`config.mk`:
```
export PLATFORM = sky130hd
export DESIGN_NAME = opcode_predecoder
export DESIGN_NICKNAME = d
export VERILOG_FILES = /design/src/rtl/predec_pkg.sv /design/src/rtl/predec_classify.sv /design/src/rtl/predec_seq.sv /design/src/rtl/opcode_predecoder.sv
export SDC_FILE = /design/constraint.sdc
export NUM_CORES = 1
export LEC_CHECK = 0
export BUFFER_PORTS_ARGS = -buffer_cell sky130_fd_sc_hd__buf_4
export CAP_MARGIN = 25
export CORE_MARGIN = 1.5
export CORE_UTILIZATION = 60
export CTS_BUF_LIST = sky130_fd_sc_hd__clkbuf_8
export CTS_CLUSTER_SIZE = 28
export DETAILED_ROUTE_END_ITERATION = 8
export GPL_TIMING_DRIVEN = 0
export PLACE_DENSITY = 0.84
export REMOVE_ABC_BUFFERS = 1
export SYNTH_ARGS = -nofsm -noshare
export SYNTH_HDL_FRONTEND = slang
export SYNTH_HIERARCHICAL = 1
export SYNTH_SLANG_ARGS = --single-unit
```
`constraint.sdc`:
```
create_clock -name clk -period 7.6 [get_ports clk]
set_input_delay 0.76 -clock clk [delete_from_list [all_inputs] [get_ports clk]]
set_output_delay 0.76 -clock clk [all_outputs]
set_load 0.005 [all_outputs]
```
`src/rtl/predec_pkg.sv`:
```
package predec_pkg;

    localparam int BYTE_W  = 8;
    localparam int MAX_LEN = 4;
    localparam int LEN_W   = $clog2(MAX_LEN + 1);
    localparam int IMM_W   = 2 * BYTE_W;
    localparam int LEFT_W  = $clog2(MAX_LEN);

    localparam logic [BYTE_W-1:0] ESC_BIT  = 8'hCB;
    localparam logic [BYTE_W-1:0] ESC_MISC = 8'hED;
    localparam logic [BYTE_W-1:0] ESC_IX   = 8'hDD;
    localparam logic [BYTE_W-1:0] ESC_IY   = 8'hFD;

    typedef enum logic [2:0] {
        GRP_BASE  = 3'd0,
        GRP_BIT   = 3'd1,
        GRP_MISC  = 3'd2,
        GRP_IX    = 3'd3,
        GRP_IY    = 3'd4,
        GRP_IXBIT = 3'd5,
        GRP_IYBIT = 3'd6
    } grp_e;

    typedef enum logic [2:0] {
        ST_FIRST  = 3'd0,
        ST_SECOND = 3'd1,
        ST_XDISP  = 3'd2,
        ST_XOP    = 3'd3,
        ST_OPND   = 3'd4,
        ST_HOLD   = 3'd5
    } st_e;

    typedef struct packed {
        logic              known;
        logic              need_disp;
        logic [LEFT_W-1:0] imm_cnt;
        logic              rel;
    } opinfo_t;

    typedef struct packed {
        st_e               st;
        grp_e              grp;
        logic [BYTE_W-1:0] opc;
        logic [BYTE_W-1:0] disp;
        logic [IMM_W-1:0]  imm;
        logic [LEN_W-1:0]  cnt;
        logic              unk;
        logic              disp_pend;
        logic              rel;
        logic              imm_hi;
        logic [LEFT_W-1:0] left;
    } seq_t;

endpackage

```
`src/rtl/predec_classify.sv`:
```
module predec_classify
    import predec_pkg::*;
(
    input  grp_e              grp,
    input  logic [BYTE_W-1:0] opc,
    output opinfo_t           info
);

    logic base_imm2, base_imm1, base_rel;
    logic misc_known, misc_imm2;
    logic idx_mem, idx_plain, idx_imm2, idx_imm1;
    logic not_halt;

    always_comb begin
        // group 0 operand sizes
        base_rel  = (opc[7:6] == 2'b00) && (opc[2:0] == 3'b000) && (opc[5:4] != 2'b00);
        base_imm2 = ((opc[7:6] == 2'b00) && (opc[3:0] == 4'h1))
                 || (opc == 8'h22) || (opc == 8'h2A) || (opc == 8'h32) || (opc == 8'h3A)
                 || (opc == 8'hC3) || (opc == 8'hCD)
                 || ((opc[7:6] == 2'b11) && (opc[2:0] == 3'b010))
                 || ((opc[7:6] == 2'b11) && (opc[2:0] == 3'b100));
        base_imm1 = ((opc[7:6] == 2'b00) && (opc[2:0] == 3'b110))
                 || ((opc[7:6] == 2'b11) && (opc[2:0] == 3'b110))
                 || base_rel || (opc == 8'hD3) || (opc == 8'hDB);

        // miscellaneous group
        misc_known = (opc[7:6] == 2'b01) || ((opc[7:5] == 3'b101) && !opc[2]);
        misc_imm2  = (opc[7:6] == 2'b01) && (opc[2:0] == 3'b011);

        // index groups
        not_halt  = (opc != 8'h76);
        idx_mem   = (opc == 8'h34) || (opc == 8'h35) || (opc == 8'h36)
                 || ((opc[7:6] == 2'b01) && (opc[2:0] == 3'b110) && not_halt)
                 || ((opc[7:3] == 5'b01110) && not_halt)
                 || ((opc[7:6] == 2'b10) && (opc[2:0] == 3'b110));
        idx_plain = (opc == 8'h09) || (opc == 8'h19) || (opc == 8'h29) || (opc == 8'h39)
                 || (opc == 8'h21) || (opc == 8'h22) || (opc == 8'h23) || (opc == 8'h2A)
                 || (opc == 8'h2B) || (opc == 8'hE1) || (opc == 8'hE3) || (opc == 8'hE5)
                 || (opc == 8'hE9) || (opc == 8'hF9);
        idx_imm2  = (opc == 8'h21) || (opc == 8'h22) || (opc == 8'h2A);
        idx_imm1  = (opc == 8'h36);

        info = '0;
        unique case (grp)
            GRP_BASE: begin
                info.known   = 1'b1;
                info.rel     = base_rel;
                info.imm_cnt = base_imm2 ? LEFT_W'(2) : (base_imm1 ? LEFT_W'(1) : LEFT_W'(0));
            end
            GRP_BIT: begin
                info.known = 1'b1;
            end
            GRP_MISC: begin
                info.known   = misc_known;
                info.imm_cnt = (misc_known && misc_imm2) ? LEFT_W'(2) : LEFT_W'(0);
            end
            GRP_IX, GRP_IY: begin
                info.known     = idx_mem || idx_plain;
                info.need_disp = idx_mem;
                info.imm_cnt   = idx_imm2 ? LEFT_W'(2) : (idx_imm1 ? LEFT_W'(1) : LEFT_W'(0));
            end
            GRP_IXBIT, GRP_IYBIT: begin
                info.known = (opc[2:0] == 3'b110);
            end
            default: info = '0;
        endcase
    end

endmodule

```
`src/rtl/predec_seq.sv`:
```
module predec_seq
    import predec_pkg::*;
(
    input  logic              clk,
    input  logic              rst,
    input  logic              in_valid,
    output logic              in_ready,
    input  logic [BYTE_W-1:0] in_byte,
    output grp_e              cls_grp,
    input  opinfo_t           info,
    output logic              out_valid,
    input  logic              out_ready,
    output grp_e              out_group,
    output logic [BYTE_W-1:0] out_opcode,
    output logic [BYTE_W-1:0] out_disp,
    output logic [IMM_W-1:0]  out_imm,
    output logic [LEN_W-1:0]  out_len,
    output logic              out_unknown
);

    seq_t r_q, r_d;
    st_e  st_eff;
    logic take;

    // a released record frees the sequencer for a first byte in the same cycle
    assign st_eff   = ((r_q.st == ST_HOLD) && out_ready) ? ST_FIRST : r_q.st;
    assign in_ready = (r_q.st != ST_HOLD) || out_ready;
    assign take     = in_valid && in_ready;
    assign cls_grp  = (st_eff == ST_FIRST) ? GRP_BASE : r_q.grp;

    always_comb begin
        logic       fin;
        logic [LEFT_W-1:0] need;
        r_d  = r_q;
        fin  = 1'b0;
        need = '0;
        if (st_eff != r_q.st) begin
            r_d.st = ST_FIRST;
        end
        if (take) begin
            r_d.cnt = r_q.cnt + 1'b1;
            unique case (st_eff)
                ST_FIRST: begin
                    r_d.cnt       = LEN_W'(1);
                    r_d.opc       = '0;
                    r_d.disp      = '0;
                    r_d.imm       = '0;
                    r_d.unk       = 1'b0;
                    r_d.rel       = 1'b0;
                    r_d.imm_hi    = 1'b0;
                    r_d.disp_pend = 1'b0;
                    r_d.left      = '0;
                    r_d.st        = ST_SECOND;
                    if (in_byte == ESC_BIT) begin
                        r_d.grp = GRP_BIT;
                    end else if (in_byte == ESC_MISC) begin
                        r_d.grp = GRP_MISC;
                    end else if (in_byte == ESC_IX) begin
                        r_d.grp = GRP_IX;
                    end else if (in_byte == ESC_IY) begin
                        r_d.grp = GRP_IY;
                    end else begin
                        r_d.grp = GRP_BASE;
                        r_d.opc = in_byte;
                        fin     = 1'b1;
                    end
                end
                ST_SECOND: begin
                    if (((r_q.grp == GRP_IX) || (r_q.grp == GRP_IY)) && (in_byte == ESC_BIT)) begin
                        r_d.grp = (r_q.grp == GRP_IX) ? GRP_IXBIT : GRP_IYBIT;
                        r_d.st  = ST_XDISP;
                    end else begin
                        r_d.opc = in_byte;
                        fin     = 1'b1;
                    end
                end
                ST_XDISP: begin
                    r_d.disp = in_byte;
                    r_d.st   = ST_XOP;
                end
                ST_XOP: begin
                    r_d.opc = in_byte;
                    fin     = 1'b1;
                end
                ST_OPND: begin
                    if (r_q.disp_pend) begin
                        r_d.disp      = in_byte;
                        r_d.disp_pend = 1'b0;
                    end else if (!r_q.imm_hi) begin
                        r_d.imm[BYTE_W-1:0] = in_byte;
                        if (r_q.rel) begin
                            r_d.imm[IMM_W-1:BYTE_W] = {BYTE_W{in_byte[BYTE_W-1]}};
                        end
                        r_d.imm_hi = 1'b1;
                    end else begin
                        r_d.imm[IMM_W-1:BYTE_W] = in_byte;
                    end
                    r_d.left = r_q.left - 1'b1;
                    if (r_q.left == LEFT_W'(1)) begin
                        r_d.st = ST_HOLD;
                    end
                end
                default: r_d.st = ST_FIRST;
            endcase
        end
        if (fin) begin
            if (!info.known) begin
                r_d.unk = 1'b1;
                r_d.st  = ST_HOLD;
            end else begin
                need          = LEFT_W'(info.need_disp) + info.imm_cnt;
                r_d.disp_pend = info.need_disp;
                r_d.rel       = info.rel;
                r_d.left      = need;
                r_d.st        = (need == '0) ? ST_HOLD : ST_OPND;
            end
        end
    end

    always_ff @(posedge clk) begin
        if (rst) begin
            r_q     <= '0;
            r_q.st  <= ST_FIRST;
            r_q.grp <= GRP_BASE;
        end else begin
            r_q <= r_d;
        end
    end

    assign out_valid   = (r_q.st == ST_HOLD);
    assign out_group   = r_q.grp;
    assign out_opcode  = r_q.opc;
    assign out_disp    = r_q.disp;
    assign out_imm     = r_q.imm;
    assign out_len     = r_q.unk ? LEN_W'(1) : r_q.cnt;
    assign out_unknown = r_q.unk;

endmodule

```
`src/rtl/opcode_predecoder.sv`:
```
module opcode_predecoder
    import predec_pkg::*;
(
    input  logic              clk,
    input  logic              rst,
    input  logic              in_valid,
    output logic              in_ready,
    input  logic [BYTE_W-1:0] in_byte,
    output logic              out_valid,
    input  logic              out_ready,
    output logic [2:0]        out_group,
    output logic [BYTE_W-1:0] out_opcode,
    output logic [BYTE_W-1:0] out_disp,
    output logic [IMM_W-1:0]  out_imm,
    output logic [LEN_W-1:0]  out_len,
    output logic              out_unknown
);

    grp_e    cls_grp;
    grp_e    grp_out;
    opinfo_t info;

    predec_classify u_classify (
        .grp  (cls_grp),
        .opc  (in_byte),
        .info (info)
    );

    predec_seq u_seq (
        .clk         (clk),
        .rst         (rst),
        .in_valid    (in_valid),
        .in_ready    (in_ready),
        .in_byte     (in_byte),
        .cls_grp     (cls_grp),
        .info        (info),
        .out_valid   (out_valid),
        .out_ready   (out_ready),
        .out_group   (grp_out),
        .out_opcode  (out_opcode),
        .out_disp    (out_disp),
        .out_imm     (out_imm),
        .out_len     (out_len),
        .out_unknown (out_unknown)
    );

    assign out_group = grp_out;

endmodule

```
==> results.json <==
{
  "holdPathEnd": "u_seq/out_disp[3]",
  "cts.sinks": 47,
  "postCtsSetupRepairBufs": 0,
  "diodes": 0,
  "r2r_cells": 11,
  "grt_overflow": 0,
  "hp-class": "reg2reg",
  "ys_seq_elements": 47,
  "ios": 53,
  "drt-vias-per-instance": 6.01,
  "cp.required_ps": 7800,
  "cts_buffers": 5,
  "yosys_warnings": 6,
  "die_w_um": 75.5,
  "layout_setup_ws_ps": 4400,
  "worst_ir_drop_vdd_v": 0.000116,
  "outcome": "complete, no violations",
  "clockBufferDepth": 2,
  "firstDrtPassIters": 5,
  "cts_tree": "done",
  "min_path_cells": 2,
  "dp_hpwl_mm": 5.08,
  "row_count": 26,
  "synthArstFlopShare_pct": 0,
  "drt_iter0_markers": 220,
  "drive_above_1_share_pct": 20.1,
  "rsz0062_at_grt": "no",
  "finClkSkew_ps": 6.96,
  "reg2reg_slack_ps": 4400,
  "die-area_um2": 5700,
  "vias": 2871,
  "worst_pin_slew_ps": 1030,
  "grt_max_degree": 44,
  "drt_wl_total_mm": 7.38,
  "grt_pass1_wl_mm": 11.8,
  "netlist_instances": 403,
  "fin_crit_ps": 3200,
  "antenna_found_initial": 0,
  "num-nets-final": 422,
  "clock.fmax_mhz": 312,
  "r2r_start": "u_seq/r_q[46]",
  "slew_violations": 0,
  "tns_ps": 0,
  "path_class": "reg2reg",
  "grt_pass1_vias": 2540,
  "cp_data_arrival_time_ps": 3400,
  "fin_crit_sh_pct": 42.1,
  "hold_start": "u_seq/out_disp[3]",
  "synth_edf_count": 0,
  "ctsHoldBuffers": 0,
  "clk_latency_ps": 310,
  "worst-path-max-fanout": 20,
  "ys.flop_type": "dfxtp_1",
  "netlist_area_um2": 3150,
  "ys_seq_area_share_pct": 29.8,
  "start_util_pct": 62.1,
  "final_area_um2": 3360,
  "cap_violations": 0,
  "endpoint_kind": "register",
  "reg2reg_to": "u_seq/r_q[0]",
  "ys_types": 72,
  "clkTransAtPathRegs_ps": 90,
  "avgSynthCellArea_um2": 7.82,
  "dp_slack_ps": 4490,
  "die_h_um": 75.5,
  "numPortBuffers": 52,
  "ant_nets": 0,
  "grtUsageTotal_pct": 26.7,
  "wl_per_cell_um": 15.4,
  "setup_viol": 0,
  "power.density_nw_per_um2": 181,
  "gp_congestion": 0.899,
  "ctsHtreeMaxLevel": 2,
  "post_cts_resized": 0,
  "postPlaceCellArea_um2": 3250,
  "p_leak_nw": 1.31,
  "hold_violations": 0,
  "cp-start-kind": "register",
  "whs_ps": 462,
  "drcViolationCount": 0,
  "cts_root_buffer": "clkbuf_8",
  "design.core.area_um2": 5070,
  "relSlewSlack_pct": 31.0,
  "areaGrowthSynthToFinish_pct": 6.67
}
[critical path: stages (launching register included)]
cell	delay (ps)
dfxtp_1	800
nor3_1	130
a31oi_1	460
and2_1	300
nor2_1	100
and2_1	180
nor2_2	190
nor2_1	60
a221o_1	310
inv_1	140
a311oi_4	80
mux2_1	340
[placed cells by master, fill, tap and decap left out, drive strengths merged, types with 3 or more instances in the layout]
cell,n
buf,52
a21oi,48
dfxtp,47
nand2,45
nor2,31
nand3,28
nand2b,15
o21ai,15
nor2b,10
a211o,9
inv,8
mux2i,7
nor3b,7
nor3,6
clkbuf,5
and2,5
or2,5
nand4,4
or3,3
o22ai,3
o211ai,3
ha,3
or3b,3
[Yosys cell counts, drive strengths merged, types with 3 or more instances]
| cell | count | area [µm²] |
|---|---|---|
| a211o | 9 | 87.6 |
| a21oi | 48 | 244 |
| and2 | 5 | 31.3 |
| buf | 48 | 354 |
| clkbuf | 7 | 26.3 |
| dfxtp | 47 | 941 |
| ha | 3 | 37.5 |
| inv | 8 | 30.0 |
| mux2i | 7 | 70.1 |
| nand2 | 45 | 171 |
| nand2b | 15 | 93.8 |
| nand3 | 28 | 140 |
| nand4 | 4 | 25.0 |
| nor2 | 31 | 119 |
| nor2b | 10 | 65.1 |
| nor3 | 6 | 35.0 |
| nor3b | 7 | 57.6 |
| o211ai | 3 | 22.5 |
| o21ai | 15 | 78.8 |
| o22ai | 3 | 18.8 |
| or2 | 5 | 33.8 |
| or3 | 3 | 18.8 |
| or3b | 3 | 26.3 |
[layer usage]
metal | wire length, µm | track usage [%] | vias up | part of all wire [%]
li1 | - | - | 1396 | -
met2 | 3620 | 45.5 | 112 | 49
met4 | 68 | 6.94 | 0 | 0.92
met1 | 3240 | 35.1 | 1355 | 44
met3 | 451 | 4.63 | 8 | 6.1
met5 | 0 | 0 | - | 0
[worst max-delay path by stage]
stage	from	endpoint	slack, ps	cells past startpoint
6_report	u_seq/r_q[46]	u_seq/r_q[0]	4400	11
5_1_grt	u_seq/r_q[46]	u_seq/r_q[1]	4140	11
4_1_cts	u_seq/r_q[46]	u_seq/r_q[0]	4470	11
3_5_place_dp	u_seq/r_q[46]	u_seq/r_q[0]	4490	11
3_3_place_gp	u_seq/r_q[46]	u_seq/r_q[1]	4530	11
2_1_floorplan	u_seq/r_q[46]	u_seq/r_q[0]	4990	11
[sequential cells by signal (all words and copies together), names as in the netlist]
register           cells
u_seq/out_opcode       8
u_seq/out_imm         16
u_seq/r_q             11
u_seq/out_unknown      1
u_seq/out_group        3
u_seq/out_disp         8
[metrics by stage]
step	total power, mW	cells	util [%]
final	0.607	478	66.3
after global routing	0.634	478	66.3
after CTS	0.609	478	66.3
after detailed placement	0.425	470	64.1
after global placement	0.421	470	64.1
after floorplan	0.368	348	-
[cells by family (layout without fill, tap and decap cells)]
kind of cell | Yosys count | count (layout) | synth area share (%)
AOI/OAI and AO/OA | 98 | 98 | 20.2
DFF | 47 | 47 | 29.8
muxes | 9 | 9 | 2.94
xor gates and xnor gates | 4 | 4 | 1.11
adders and majority gates | 4 | 4 | 1.51
buffers and inverters | 63 | 68 | 13.0
and+or+nand+nor | 178 | 178 | 31.4
[power by group]
group | switching (mW) | internal, mW | leakage, nW
sequential | 0.0167 | 0.258 | 0.382
combinational | 0.0859 | 0.0607 | 0.869
clock | 0.0875 | 0.0980 | 0.0581
total | 0.190 | 0.417 | 1.31
[area by class of cell]
class	instances	area [µm²]
Multi-Input combinational cell	293	1800
Fill cell	455	1710
Clock inverter	3	43.8
Sequential cell	47	941
Inverter	8	30.0
Timing Repair Buffer	52	390
Clock buffer	5	68.8
Tap cell	70	87.6
Note: power is estimated with default switching activity, not from simulation.
